<file path="src/rtl/stack_match_pkg.sv">
package stack_match_pkg;
  localparam int PAT_W  = 4;
  localparam int GRP_W  = 5;
  localparam int WORD_W = PAT_W + GRP_W + 1;
  localparam int IDX_W  = $clog2(PAT_W);
  localparam int POS_W  = GRP_W + IDX_W;
  localparam int ADJ_W  = POS_W + 2;
  localparam int NCOL   = 3;
  localparam int COL_W  = $clog2(NCOL);

  typedef logic [WORD_W-1:0] word_t;

  // group*PAT_W + lowest set bit; PAT_W is a power of two, so concatenation works
  function automatic logic [POS_W-1:0] word_pos(word_t w);
    logic [IDX_W-1:0] idx;
    idx = '0;
    for (int i = PAT_W - 1; i >= 0; i--)
      if (w[i]) idx = IDX_W'(i);
    return {w[PAT_W +: GRP_W], idx};
  endfunction

  function automatic logic word_ok(word_t w);
    return !w[WORD_W-1] && (|w[PAT_W-1:0]);
  endfunction
endpackage

</file>
<file path="src/rtl/stack_match_lane.sv">
module stack_match_lane
  import stack_match_pkg::*;
(
  input  word_t                   word_i,
  input  logic signed [ADJ_W-1:0] ref_pos_i,
  input  logic                    ref_ok_i,
  output logic                    hit_o
);
  logic signed [ADJ_W:0] own_pos;
  logic signed [ADJ_W:0] ref_ext;
  logic signed [ADJ_W:0] diff;

  assign own_pos = {3'b000, word_pos(word_i)};
  assign ref_ext = {ref_pos_i[ADJ_W-1], ref_pos_i};
  assign diff    = own_pos - ref_ext;

  // three-channel window: difference of -1, 0 or +1
  assign hit_o = ref_ok_i && word_ok(word_i) &&
                 ((diff == '0) || (diff == {(ADJ_W+1){1'b1}}) ||
                  (diff == (ADJ_W+1)'(1)));
endmodule

</file>
<file path="src/rtl/stack_match_pick.sv">
module stack_match_pick
  import stack_match_pkg::*;
(
  input  logic [NCOL-1:0] hits_i,
  input  word_t           words_i [NCOL],
  output logic            any_o,
  output logic [COL_W-1:0] col_o,
  output word_t           word_o
);
  always_comb begin
    any_o  = 1'b0;
    col_o  = '0;
    word_o = '0;
    for (int i = NCOL - 1; i >= 0; i--) begin
      if (hits_i[i]) begin
        any_o  = 1'b1;
        col_o  = COL_W'(i);
        word_o = words_i[i];
      end
    end
  end
endmodule

</file>
<file path="src/rtl/stack_match.sv">
module stack_match
  import stack_match_pkg::*;
#(
  parameter int OFS_W = 4
) (
  input  logic                    clk_i,
  input  logic                    rst_i,
  input  logic                    lower_mode_i,
  input  logic signed [OFS_W-1:0] offset_i,
  input  logic                    cross_vld_i,
  input  logic [WORD_W-1:0]       own_word_i,
  input  logic [WORD_W-1:0]       left_word_i,
  input  logic [WORD_W-1:0]       right_word_i,
  input  logic                    pair_vld_i,
  input  logic [WORD_W-1:0]       pair_word_i,
  output logic                    hit_o,
  output logic [COL_W-1:0]        hit_col_o,
  output logic [GRP_W-1:0]        hit_grp_o,
  output logic [PAT_W-1:0]        hit_pat_o,
  output logic                    nbr_vld_o,
  output logic [WORD_W-1:0]       nbr_word_o,
  output logic                    pair_out_vld_o,
  output logic [WORD_W-1:0]       pair_out_word_o
);
  word_t                   stored [NCOL];
  logic signed [ADJ_W-1:0] ref_pos;
  logic signed [ADJ_W-1:0] ofs_ext;
  logic                    ref_ok;
  logic [NCOL-1:0]         lane_hit;
  logic                    any_hit;
  logic [COL_W-1:0]        pick_col;
  word_t                   pick_word;

  assign stored[0] = own_word_i;
  assign stored[1] = left_word_i;
  assign stored[2] = right_word_i;

  // offset correction only applies to the matching (upper) role
  assign ofs_ext = lower_mode_i ? '0 : {{(ADJ_W-OFS_W){offset_i[OFS_W-1]}}, offset_i};
  assign ref_pos = $signed({2'b00, word_pos(pair_word_i)}) + ofs_ext;
  assign ref_ok  = cross_vld_i && pair_vld_i && !lower_mode_i && word_ok(pair_word_i);

  for (genvar g = 0; g < NCOL; g++) begin : g_lane
    stack_match_lane lane_i (
      .word_i    (stored[g]),
      .ref_pos_i (ref_pos),
      .ref_ok_i  (ref_ok),
      .hit_o     (lane_hit[g])
    );
  end

  stack_match_pick pick_i (
    .hits_i  (lane_hit),
    .words_i (stored),
    .any_o   (any_hit),
    .col_o   (pick_col),
    .word_o  (pick_word)
  );

  always_ff @(posedge clk_i) begin
    if (rst_i) begin
      hit_o           <= 1'b0;
      hit_col_o       <= '0;
      hit_grp_o       <= '0;
      hit_pat_o       <= '0;
      nbr_vld_o       <= 1'b0;
      nbr_word_o      <= '0;
      pair_out_vld_o  <= 1'b0;
      pair_out_word_o <= '0;
    end else begin
      hit_o           <= any_hit;
      hit_col_o       <= pick_col;
      hit_grp_o       <= pick_word[PAT_W +: GRP_W];
      hit_pat_o       <= pick_word[PAT_W-1:0];
      nbr_vld_o       <= cross_vld_i && !lower_mode_i;
      nbr_word_o      <= (cross_vld_i && !lower_mode_i) ? own_word_i : '0;
      pair_out_vld_o  <= cross_vld_i && lower_mode_i;
      pair_out_word_o <= (cross_vld_i && lower_mode_i) ? own_word_i : '0;
    end
  end

  a_r3_hit_needs_both: assert property (@(posedge clk_i) disable iff (rst_i)
    hit_o |-> $past(cross_vld_i && pair_vld_i));
  a_r8_lower_no_hit: assert property (@(posedge clk_i) disable iff (rst_i)
    hit_o |-> !$past(lower_mode_i));
  a_r10_idle_zero: assert property (@(posedge clk_i) disable iff (rst_i)
    !hit_o |-> (hit_col_o == '0 && hit_grp_o == '0 && hit_pat_o == '0));
  a_r5_hit_pattern_set: assert property (@(posedge clk_i) disable iff (rst_i)
    hit_o |-> (hit_pat_o != '0));
  a_r6_col_range: assert property (@(posedge clk_i) disable iff (rst_i)
    hit_col_o < COL_W'(NCOL));
  a_r9_one_forward_path: assert property (@(posedge clk_i) disable iff (rst_i)
    !(nbr_vld_o && pair_out_vld_o));
endmodule

</file>
<file path="config.mk">
export PLATFORM = sky130hd
export DESIGN_NAME = stack_match
export DESIGN_NICKNAME = d
export VERILOG_FILES = /design/src/rtl/stack_match_pkg.sv /design/src/rtl/stack_match_lane.sv /design/src/rtl/stack_match_pick.sv /design/src/rtl/stack_match.sv
export SDC_FILE = /design/constraint.sdc
export NUM_CORES = 1
export LEC_CHECK = 0
export BUFFER_PORTS_ARGS = -buffer_cell sky130_fd_sc_hd__buf_4
export CAP_MARGIN = 30
export CORE_MARGIN = 8
export CORE_UTILIZATION = 45
export CTS_CLUSTER_SIZE = 14
export DETAILED_ROUTE_END_ITERATION = 12
export PLACE_DENSITY_LB_ADDON = 0.3
export SLEW_MARGIN = 0
export SYNTH_ARGS = -nofsm -noshare
export SYNTH_HDL_FRONTEND = slang
export SYNTH_SLANG_ARGS = --single-unit
</file>
<file path="constraint.sdc">
create_clock -name clk_i -period 6.35 [get_ports clk_i]
set_input_delay 0.635 -clock clk_i [delete_from_list [all_inputs] [get_ports clk_i]]
set_output_delay 0.635 -clock clk_i [all_outputs]
set_load 0.02 [all_outputs]
</file>
==> out/summary.txt, run 1 <==
HP Class = input port to flip-flop
Library cells used by synthesis = 73
Post-CTS sizing = 0
Post-Place Cells = 542
Share of cells above drive strength 1 = 0.2572
Drt pass-1 iters = 4
Initial drt markers = 156
Crit end category = flip-flop
Number of vias per cell = 5.622
Final HPWL DP = 7199 um
Max-Cap Viols = 0
Final Cell Area = 3934 um^2
Hold Vio Cnt, Final = 0
Filler cells = 688
Prevailing post-synth register cell = dfxtp_1
Fmax = 184.9 MHz
CTS buffer count = 5
Critical Path Start Type = input port
Clock buffer depth = 2
Leak Pwr = 1.755 nW
GRT Util Overall = 0.1748
Crit path cell chain = buf_4, nand2b_1, inv_1, ha_1, nor2_1, a211oi_1, o21ai_0, nand2_1, xor2_1, ha_1, and2_1, o221a_2, a2111oi_0, a2111oi_0, a31o_1, or4b_1, a211oi_1
Crit path capture = hit_pat_o[2]
Initial antenna violation count = 0
CP top delay family = compound AO/OA/AOI/OAI gates
Synthesized net count = 454
Sequential share of the synthesized area = 0.2107
Die width = 100.7 um
Final min period = 5.408 ns
Die ar. = 10150 um^2
Area post-placement = 3825 um^2
Antenna diode count = 0
Relative max-transition margin = 0.2828
Vias = 3092
Slowest stage delay, CP = 0.58 ns
Pin count of the biggest net entering global routing = 22
Post-synth EDFFs = 0
CP bufs+invs = 2
Pwr dens = 189.1 nW/um^2
Vias in the first global route = 2984
Status = complete, no violations
Final Max Tran Viols = 0
Tcrit/Tclk final = 0.8517
Wirelength, routed = 8853 um
Area Overhead vs Synth = 21.77%
Setup violations, final = 0
Crit path DAT = 5.61 ns
Area of the core = 7098 um^2
Post-CTS Setup Repair Bufs = 0
Remaining antenna violation count after routing = 0
Post-route insts no fill = 550
Sink Count = 34
Launch point of the worst path = lower_mode_i
Syn Area/Cell = 8.479 um^2
Final #Nets = 523
Placer Congestion = 0.9345
Worst Path Required = 6.55 ns
Drt drc = 0
Core Rows = 31
CP max-delay cell = or4b_1
Htree depth = 2
Routed length per placed instance = 16.10 um
CTS tree = yes
Synth warnings = 0
RSZ-0062 raised after global routing = false
First-pass GRT wire length = 14510 um
Peak supply drop = 0.09530 mV
Clock-pin slew on the worst setup and hold paths = 0.07 ns
Gr ovfl total = 0
Clock Tree Root = clkbuf_8
Worst setup margin = 0.9420 ns
Post-synthesis cell count = 381
Mapped Area = 3231 um^2
Worst-margin pin slew = 1.073 ns
Setup TNS = 0 ns
Yosys reg bits = 34
Die height = 100.7 um
Crit path kind = input port to flip-flop
FFs w/ async S/R, synth = 0
Place WS = 0.7404 ns
# hold bufs at CTS = 0
Top Ports = 83
Port buffer count = 82
Initial cell density of the core = 0.4551
Critical Path Fanout Max = 21
Stages on the worst setup path = 17
-- metrics by stage --
step	power, W	hold slack (ns)	utilization
global placement	0.0005476	0.8672	0.5389
CTS	0.0007436	0.5769	0.5542
global route	0.0007917	0.5900	0.5542
detailed placement	0.0005535	0.8681	0.5389
floorplan	0.0004766	0.7567	-
finish	0.0007439	0.5817	0.5542
-- cell type report --
| class | count | area, um^2 | area share |
|---|---|---|---|
| Sequential cell | 34 | 680.7 | 0.1730 |
| Inverter | 19 | 76.32 | 0.01940 |
| Clock inverter | 3 | 40.04 | 0.01018 |
| Multi-Input combinational cell | 308 | 2328 | 0.5919 |
| Clock buffer | 5 | 68.82 | 0.01749 |
| Timing Repair Buffer | 82 | 615.6 | 0.1565 |
| Tap cell | 99 | 123.9 | 0.03149 |
-- worst min-delay path by stage --
stage | start | endpoint | slack (ns) | depth (start not counted)
floorplan | own_word_i[0] | nbr_word_o[0] | 0.76 | 1
global placement | own_word_i[9] | pair_out_word_o[9] | 0.87 | 2
detailed placement | own_word_i[9] | pair_out_word_o[9] | 0.87 | 2
CTS | own_word_i[9] | pair_out_word_o[9] | 0.58 | 2
global route | own_word_i[9] | nbr_word_o[9] | 0.59 | 2
finish | own_word_i[9] | pair_out_word_o[9] | 0.58 | 2
-- Yosys cell counts (4+ instances only) --
master,count,share of area
o21bai_1,4,0.0093
nor3_1,9,0.014
mux2i_1,4,0.012
a211oi_2,5,0.019
xnor2_1,15,0.041
inv_1,16,0.019
or4b_4,4,0.017
and3_1,9,0.017
buf_4,5,0.012
nor4_1,7,0.014
dfxtp_1,34,0.21
nand2b_1,4,0.0077
nor2_1,32,0.037
o21ai_0,13,0.020
nor2b_1,8,0.015
nand3_1,9,0.014
nand2_1,15,0.017
xor2_1,10,0.027
buf_6,6,0.021
a32oi_1,4,0.011
a211oi_1,8,0.019
and2_1,24,0.046
a21oi_1,21,0.033
fa_1,4,0.025
o21a_1,5,0.012
ha_1,20,0.077
a2111oi_0,4,0.011
or3_1,4,0.0077
-- power breakdown --
part,switching (W),internal [W],leakage (nW)
sequential,0.000000912,0.000217,0.276
combinational,0.000190,0.000146,1.42
clock,0.0000746,0.000115,0.0579
total,0.000265,0.000479,1.75
-- kinds of logic after synthesis --
| logic type | synth area share |
|---|---|
| multiplexers | 0.01239 |
| AND/OR/NAND/NOR | 0.2510 |
| XOR/XNOR | 0.08831 |
| AO/OA/AOI/OAI | 0.2576 |
| flip-flops | 0.2107 |
| buffers and inverters | 0.06855 |
| adder cells (fa/ha/maj) | 0.1115 |
-- per-layer routing --
| metal | global-route usage | part of all wire |
|---|---|---|
| met1 | 0.2181 | 0.46 |
| met2 | 0.2944 | 0.46 |
| met3 | 0.03177 | 0.071 |
| met4 | 0.05581 | 0.011 |
| met5 | 0 | 0 |
-- placed cells by master (no fill, tap or decap), types with 10 or more instances in the layout --
master	n
a21oi_1	21
and2_1	24
buf_4	82
dfxtp_1	34
ha_1	20
inv_1	16
nand2_1	15
nor2_1	32
o21ai_0	13
xnor2_1	15
xor2_1	10
-- registers in the layout, summed over array words and instances (netlist names) --
name	count
nbr_word_o	10
pair_out_word_o	10
hit_grp_o	5
hit_pat_o	4
hit_col_o	2
hit_o	1
nbr_vld_o	1
pair_out_vld_o	1
Note: power is estimated with default switching activity, not from simulation.
==> run 2, diff against run 1 <==
--- a/config.mk
+++ b/config.mk
@@ -5,6 +5,7 @@
 export SDC_FILE = /design/constraint.sdc
 export NUM_CORES = 1
 export LEC_CHECK = 0
+export ABC_AREA = 1
 export BUFFER_PORTS_ARGS = -buffer_cell sky130_fd_sc_hd__buf_4
 export CAP_MARGIN = 30
 export CORE_MARGIN = 8
==> run 2 against run 1 <==
Compared with the run above:
- critical path depth grew 3
- clock power shrank 16%
- non-clock buffer count grew 1
- critical endpoint is now hit_o
==> out/summary.txt, run 2 <==
CTS buffer count = 5 (unchanged)
Most frequent cells after synthesis = nand2_1, inv_1, nand3_1
FFs w/ async S/R, synth = 0 (unchanged)
Peak supply drop = 0.07172 mV (-25%)
Share of cells above drive strength 1 = 0.2113 (-0.04592)
Worst hold path stage count = 2 (unchanged)
Tcrit/Tclk final = 0.6203 (-0.2314)
Worst Path Required = 6.55 ns (about the same)
Clock-pin slew on the worst setup and hold paths = 0.06 ns (about the same)
Die height = 100.9 um (+0.14%)
Synth top area share = 0.2100 (-0.0007318)
Crit end category = flip-flop
Sequential share of the synthesized area = 0.2100 (-0.0007318)
Port buffer count = 82 (unchanged)
Synthesized net count = 604 (+33%)
Largest family of logic cells by synthesized area = simple AND/OR/NAND/NOR gates
Area of the core = 7098 um^2 (unchanged)
Crit path kind = input port to flip-flop
Final #Nets = 692 (+32%)
Most frequent cell after synthesis = nand2_1
HP Class = input port to flip-flop
Area leader, netlist = dfxtp_1
Post-CTS sizing = 0 (unchanged)
Synth warnings = 0 (unchanged)
Initial cell density of the core = 0.4567 (+0.001586)
Post-synth EDFFs = 0 (unchanged)
Initial drt markers = 214 (+37%)
Post-CTS Setup Repair Bufs = 0 (unchanged)
Final Max Tran Viols = 0 (unchanged)
Adder-cell share of the synthesized area = 0.1019 (-0.009650)
Top flop regs = nbr_word_o: 10 flops, pair_out_word_o: 10 flops, hit_grp_o: 5 flops
Drt drc = 0 (unchanged)
Critical Path Fanout Max = 9 (-57%)
Remaining antenna violation count after routing = 0 (unchanged)
Setup TNS = 0 ns (unchanged)
Final HPWL DP = 8386 um (+16%)
# hold bufs at CTS = 0 (unchanged)
Clock buffer depth = 2 (unchanged)
Area contributors post-synth = dfxtp_1, nand2_1, nand3_1, inv_1, ha_1
Vias in the first global route = 3469 (+16%)
Pin count of the biggest net entering global routing = 13 (-41%)
Pwr dens = 183.0 nW/um^2 (-3.2%)
Max-Cap Viols = 0 (unchanged)
Core Rows = 31 (unchanged)
Crit path DAT = 4.14 ns (-1.47 ns)
First-pass GRT wire length = 15860 um (+9.3%)
Yosys reg bits = 34 (unchanged)
Area Overhead vs Synth = 25.16%
Post-route insts no fill = 719 (+31%)
Leak Pwr = 2.249 nW (+28%)
Area post-placement = 3966 um^2 (+3.7%)
Syn Area/Cell = 6.105 um^2 (-28%)
Number of vias per cell = 5.054 (-10%)
Status = complete, no violations
Synth Area in Simple Gates = 0.4878 (+0.2369)
Initial antenna violation count = 0 (unchanged)
Worst-margin pin slew = 0.9543 ns (-0.1192 ns)
RSZ-0062 raised after global routing = false
Final min period = 3.939 ns (-1.469 ns)
Sink Count = 34 (unchanged)
Wirelength, routed = 9708 um (+9.7%)
Gr ovfl total = 0 (unchanged)
Clock Tree Root = clkbuf_8
Relative max-transition margin = 0.3589 (+0.07610)
Routed length per placed instance = 13.50 um (-16%)
Synth Area in Compound Gates = 0.07487 (-0.1827)
Setup violations, final = 0 (unchanged)
Vias = 3634 (+18%)
Placer Congestion = 0.9503 (+1.7%)
Post-Place Cells = 711 (+31%)
Hold Vio Cnt, Final = 0 (unchanged)
Mux share of post-synthesis cell area = 0 (-0.01239)
Antenna diode count = 0 (unchanged)
Die ar. = 10180 um^2 (+0.29%)
Mapped Area = 3242 um^2 (+0.35%)
Library cells used by synthesis = 34 (-53%)
Final Cell Area = 4058 um^2 (+3.1%)
Critical Path Start Type = input port
Most common cell after layout, fill and taps aside = nand2_1
GRT Util Overall = 0.1924 (+0.01764)
Prevailing post-synth register cell = dfxtp_1
Most frequent cells in the layout = nand2_1, buf_4, inv_1, nand3_1, nor2_1
Xor/xnor cell area share of the yosys netlist = 0.01660 (-0.07171)
Htree depth = 2 (unchanged)
Fmax = 253.9 MHz (+37%)
Filler cells = 708 (+2.9%)
Post-synthesis cell count = 531 (+39%)
Drt pass-1 iters = 5 (+1)
CTS tree = yes
Top Ports = 83 (unchanged)
Die width = 100.9 um (+0.14%)
==> run 2: power by group <==
part / total [W] / internal, W / leakage (nW) / switching [W]
clock network: 0.000160 / 0.0000873 / 0.0482 / 0.0000730
registers: 0.000219 / 0.000218 / 0.276 / 0.00000114
logic: 0.000363 / 0.000131 / 1.92 / 0.000232
total: 0.000742 / 0.000436 / 2.25 / 0.000306
==> run 2: worst paths after layout <==
check,slack [ns],endpoint,start
worst max-delay path,2.41,hit_o,pair_word_i[1]
worst min-delay path,0.57,nbr_vld_o,lower_mode_i
==> run 2: routing by layer <==
metal	GRT usage	vias to the layer above	wire length [um]
met5	0	-	0
met2	0.3484	94	4633
met3	0.03177	16	550
met1	0.2278	1634	4330
li1	-	1890	-
met4	0.04651	0	194
==> run 2: area by class of cell <==
type | count | area, um^2 | share of cell area
clock buffer | 7 | 86.33 | 0.02128
clock inverter | 1 | 5.005 | 0.001233
inverter | 88 | 330.3 | 0.08141
multi-input combinational | 407 | 2208 | 0.5442
sequential | 34 | 680.7 | 0.1677
tap | 99 | 123.9 | 0.03053
timing repair buffer | 83 | 623.1 | 0.1536
==> run 2: cell families (layout without fill, tap and decap cells) <==
group,after synthesis,after routing
AOI/OAI and AO/OA,36,36
xor gates and xnor gates,4,4
and+or+nand+nor,343,343
buffers and inverters,90,179
adders and majority gates,24,24
DFF,34,34
==> run 2: per-stage QoR <==
| stage | total power (W) | hold WS, ns | setup WS, ns | utilization |
|---|---|---|---|---|
| global placement | 0.0005753 | 0.8567 | 2.138 | 0.5588 |
| detailed placement | 0.0005834 | 0.8641 | 2.138 | 0.5588 |
| CTS | 0.0007428 | 0.5695 | 2.421 | 0.5717 |
| global route | 0.0008041 | 0.5784 | 2.010 | 0.5717 |
| finish | 0.0007424 | 0.5652 | 2.411 | 0.5717 |
| floorplan | 0.0004870 | 0.7044 | 2.672 | - |
==> run 2: worst max-delay path, cell delays in order <==
cell and delay [ns]:
buf_4 0.12, nor3_1 0.29, inv_1 0.11, fa_1 0.64
inv_1 0.16, fa_1 0.43, or2_2 0.32, nand2_1 0.07
nand2_1 0.09, nand2_1 0.11, nand2_1 0.08, nand2_1 0.09
nand3_1 0.09, nand2_1 0.11, inv_1 0.04, nor2_1 0.10
nand3_1 0.09, nand2_2 0.17, nand2_1 0.14, a31oi_1 0.25
